[src/rtl/clksynth_retune.sv]
module clksynth_retune #(
  parameter int ADDR_W       = 7,
  parameter int CFG_ADDR     = 'h50,
  parameter int RST_HOLD     = 3,
  parameter int RDY_TIMEOUT  = 64,
  parameter int LOCK_TIMEOUT = 1024
) (
  input  logic              clk,
  input  logic              rst_n,
  input  logic              start,
  input  logic [7:0]        mult_val,
  input  logic [7:0]        div_val,
  input  logic              prog_rdy,
  input  logic              syn_locked,
  output logic [ADDR_W-1:0] prog_addr,
  output logic [15:0]       prog_wdata,
  output logic              prog_en,
  output logic              prog_we,
  output logic              syn_rst,
  output logic              busy,
  output logic              done,
  output logic              err
);
  localparam int LIM   = (RDY_TIMEOUT > LOCK_TIMEOUT) ?
                         ((RDY_TIMEOUT > RST_HOLD) ? RDY_TIMEOUT : RST_HOLD) :
                         ((LOCK_TIMEOUT > RST_HOLD) ? LOCK_TIMEOUT : RST_HOLD);
  localparam int CNT_W = $clog2(LIM + 1);

  typedef enum logic [2:0] {S_IDLE, S_HOLD, S_WRITE, S_WRDY, S_WLOCK} st_t;

  st_t              st;
  logic [CNT_W-1:0] cnt;
  logic [15:0]      word;

  always_ff @(posedge clk) begin
    if (!rst_n) begin
      st   <= S_IDLE;
      cnt  <= '0;
      word <= '0;
      done <= 1'b0;
      err  <= 1'b0;
    end else begin
      done <= 1'b0;
      case (st)
        S_IDLE: if (start) begin
          st   <= S_HOLD;
          cnt  <= '0;
          word <= {mult_val - 8'd1, div_val - 8'd1};
          err  <= 1'b0;
        end
        S_HOLD: if (cnt == CNT_W'(RST_HOLD - 1)) begin
          st  <= S_WRITE;
          cnt <= '0;
        end else cnt <= cnt + 1'b1;
        S_WRITE: begin
          st  <= S_WRDY;
          cnt <= '0;
        end
        S_WRDY: if (prog_rdy) begin
          st  <= S_WLOCK;
          cnt <= '0;
        end else if (cnt == CNT_W'(RDY_TIMEOUT - 1)) begin
          st  <= S_IDLE;
          err <= 1'b1;
        end else cnt <= cnt + 1'b1;
        S_WLOCK: if (syn_locked) begin
          st   <= S_IDLE;
          done <= 1'b1;
        end else if (cnt == CNT_W'(LOCK_TIMEOUT - 1)) begin
          st  <= S_IDLE;
          err <= 1'b1;
        end else cnt <= cnt + 1'b1;
        default: st <= S_IDLE;
      endcase
    end
  end

  assign prog_addr  = ADDR_W'(CFG_ADDR);
  assign prog_wdata = word;
  assign prog_en    = (st == S_WRITE);
  assign prog_we    = (st == S_WRITE);
  assign syn_rst    = (st == S_HOLD) || (st == S_WRITE) || (st == S_WRDY);
  assign busy       = (st != S_IDLE);
endmodule

[config.mk]
export PLATFORM = sky130hd
export DESIGN_NAME = clksynth_retune
export DESIGN_NICKNAME = d
export VERILOG_FILES = /design/src/rtl/clksynth_retune.sv
export SDC_FILE = /design/constraint.sdc
export NUM_CORES = 1
export LEC_CHECK = 0
export ABC_AREA = 1
export ABC_CLOCK_PERIOD_IN_PS = 4100
export BUFFER_PORTS_ARGS = -buffer_cell sky130_fd_sc_hd__buf_2
export CAP_MARGIN = 10
export CORE_ASPECT_RATIO = 2
export CORE_UTILIZATION = 30
export DETAILED_ROUTE_END_ITERATION = 16
export GPL_TIMING_DRIVEN = 0
export PLACE_DENSITY = 0.56
export RECOVER_POWER = 25
export SYNTH_ARGS = -nofsm -noshare
export SYNTH_HDL_FRONTEND = slang
export SYNTH_SLANG_ARGS = --single-unit
[constraint.sdc]
create_clock -name clk -period 4.1 [get_ports clk]
set_input_delay 0.41 -clock clk [delete_from_list [all_inputs] [get_ports clk]]
set_output_delay 0.41 -clock clk [all_outputs]
set_load 0.1 [all_outputs]
==> flow_summary.yaml <==
status:
  run_status: "finished clean"
drt:
  drt_wl_total_um: 5380
  drc: 0
  avgViaCountPerCell: 4.62
  drt_iter0_markers: 48
  postRouteAntennaNets: 0
  vias: 2112
  wl_per_cell_um: 11.8
  first_pass_iters: 4
power:
  pwr-share-seq: 0.233
  p_comb_frac: 0.514
  powerDensity_nw_per_um2: 720
  irDropWorstVdd_uv: 400
  p_sw_frac: 0.518
  p_clk_frac: 0.253
  p_leak_nw: 1.26
  p_int_w: 0.000871
  p_sw_w: 0.000937
final_layout:
  fin_util: 0.392
  area_delta_synth_final_pct: 24.8
  nets: 395
  multi_input_area_um2: 1100
  n_fill_cell: 716
  diodes: 0
  final_cell_mix: "nand2_1, inv_1, nor2_1"
  seq_area_um2: 641
  layout_commonest_cell: "nand2_1"
  drive_gt1_frac: 0.178
grt:
  grt_pass1_wl_um: 8840
  grt_pass1_vias: 2040
  grt_use_total: 0.168
  grt_remaining_overflow: 0
  antenna_found_initial: 0
  grt_max_degree: 11
yosys:
  netlist_instances: 317
  synth.avg_cell_area_um2: 6.35
  synth_area_leaders: "dfxtp_1, nand2_1, inv_1, nor2_1, a21oi_1"
  ys_seq_elements: 32
  synth_area_um2: 2010
  synth_cell_type_count: 31
  seq_area_frac_synth: 0.318
  yosysTopAreaCellShare: 0.318
  yosysTopAreaCell: "dfxtp_1"
  yosysWarnings: 0
timing:
  fin_crit_ps: 2030
  period_share: 0.496
  hold_viol_final: 0
  maxSlewViolCount: 0
  finalSetupViolations: 0
  worst_slew_pin_slew_ps: 1180
  worst_hold_slack_ps: 312
  fin_tns_setup_ps: 0
  skew_ps: 4.69
  slew_headroom: 0.220
  grt_setup_unrepaired: "no"
  timing.fmax_mhz: 492
setup_path:
  r2r_slack_ps: 2310
  startpoint_type: "flip-flop"
  crit_type: "reg -> out"
  reg2regPathDepth: 9
  r2r_end: "cnt[3]"
  reg2reg_from: "cnt[0]"
  critPathArrivalTime_ps: 1620
  crit_path_end_kind: "output pin"
  cp_max_fo: 10
  required_ps: 3690
hold_path:
  hold_path_end: "prog_wdata[0]"
  worstHoldStart: "div_val[0]"
  whs_path_depth: 2
  hp-class: "in -> reg"
flow_run:
  drv_cap: 0
die:
  die_y_um: 118
  start_util: 0.314
  num_rows: 41
  die_x_um: 59.9
  die-area_um2: 7060
  fp.coreArea_um2: 6410
  io_pins: 50
placed_design:
  routabilityCongestion: 0.867
  dp_hpwl_um: 4410
  port_buffers: 41
clock_tree:
  h-tree-depth: 2
  cts_resized: 0
  clk_pin_slew_ps: 50
  cts_buffers: 5
  cts_setup_buffers: 0
  clk_latency_ps: 280
  cts_tree: "yes"
  clockBufferDepth: 2
  holdBufCountCts: 0
  root_buffer: "clkbuf_16"
  clock_sinks: 32
cell type report:
type / instances / share of cell area
multi-input combinational: 230 / 0.439
sequential: 32 / 0.255
timing repair buffer: 41 / 0.0757
inverter: 45 / 0.0673
clock buffer: 7 / 0.0608
buffer: 15 / 0.0468
tap: 86 / 0.0428
clock inverter: 1 / 0.0120
critical path, cell delays in order, from the launching register on:
cell and delay [ps]:
dfxtp_1 310, buf_4 170, nor3_1 300, buf_4 160, buf_2 410
synth_stat cells, drive strengths merged:
cell	count
o21bai	2
nand3b	1
dfxtp	32
nor2	42
o21ai	21
nand2	85
xnor2	2
a22oi	1
conb	2
o21a	1
nor3	6
clkbuf	1
a21oi	22
nand4	8
o211ai	2
inv	45
a31oi	2
xor2	2
nand3	19
ha	4
o221ai	1
or2	2
buf	14
worst max-delay path by stage:
stage               start       to  slack, ps  depth (start not counted)
finish              st[2]  prog_we       2070                          4
global route        st[2]  prog_we       1960                          4
CTS                 st[2]  prog_we       2050                          4
detailed placement  st[2]  prog_we       2350                          4
global placement    st[2]  prog_we       2380                          4
floorplan           st[2]  prog_we        510                          3
metal layers:
layer  track usage  wire length [um]  vias up
met5             0                 0        -
met4        0.0974               194        0
met3        0.0319               150       14
met2         0.331              3170       58
met1         0.139              1860      940
li1              -                 -     1100
state kept, by name, indices dropped and copies added (netlist names):
signal / count
prog_wdata: 16
err: 1
cnt: 11
done: 1
st: 3
metrics by stage:
step	std cells	power [W]	worst slack, ps	cell area [um2]
global route	457	0.00190	1960	2510
floorplan	322	0.00120	511	2030
detailed placement	449	0.00137	2350	2340
global placement	449	0.00137	2380	2340
CTS	457	0.00183	2050	2530
finish	457	0.00181	2070	2510
cells by family (layout without fill, tap and decap cells):
group,after synthesis,in the layout,synth area share
and+or+nand+nor,163,163,0.351
xor gates and xnor gates,4,4,0.0174
buffers and inverters,60,109,0.142
DFF,32,32,0.318
AOI/OAI and AO/OA,52,52,0.142
other,2,7,0.00373
adders and majority gates,4,4,0.0249
power groups by stage:
| stage | clock (W) | sequential, W | combinational (W) |
|---|---|---|---|
| 2_1_floorplan | 0 | 0.000741 | 0.000463 |
| 3_3_place_gp | 0 | 0.000424 | 0.000945 |
| 3_5_place_dp | 0 | 0.000426 | 0.000945 |
| 4_1_cts | 0.000465 | 0.000421 | 0.000946 |
| 5_1_grt | 0.000482 | 0.000430 | 0.000991 |
| 6_report | 0.000458 | 0.000421 | 0.000929 |
No activity file was read; power rests on OpenSTA's default activity.
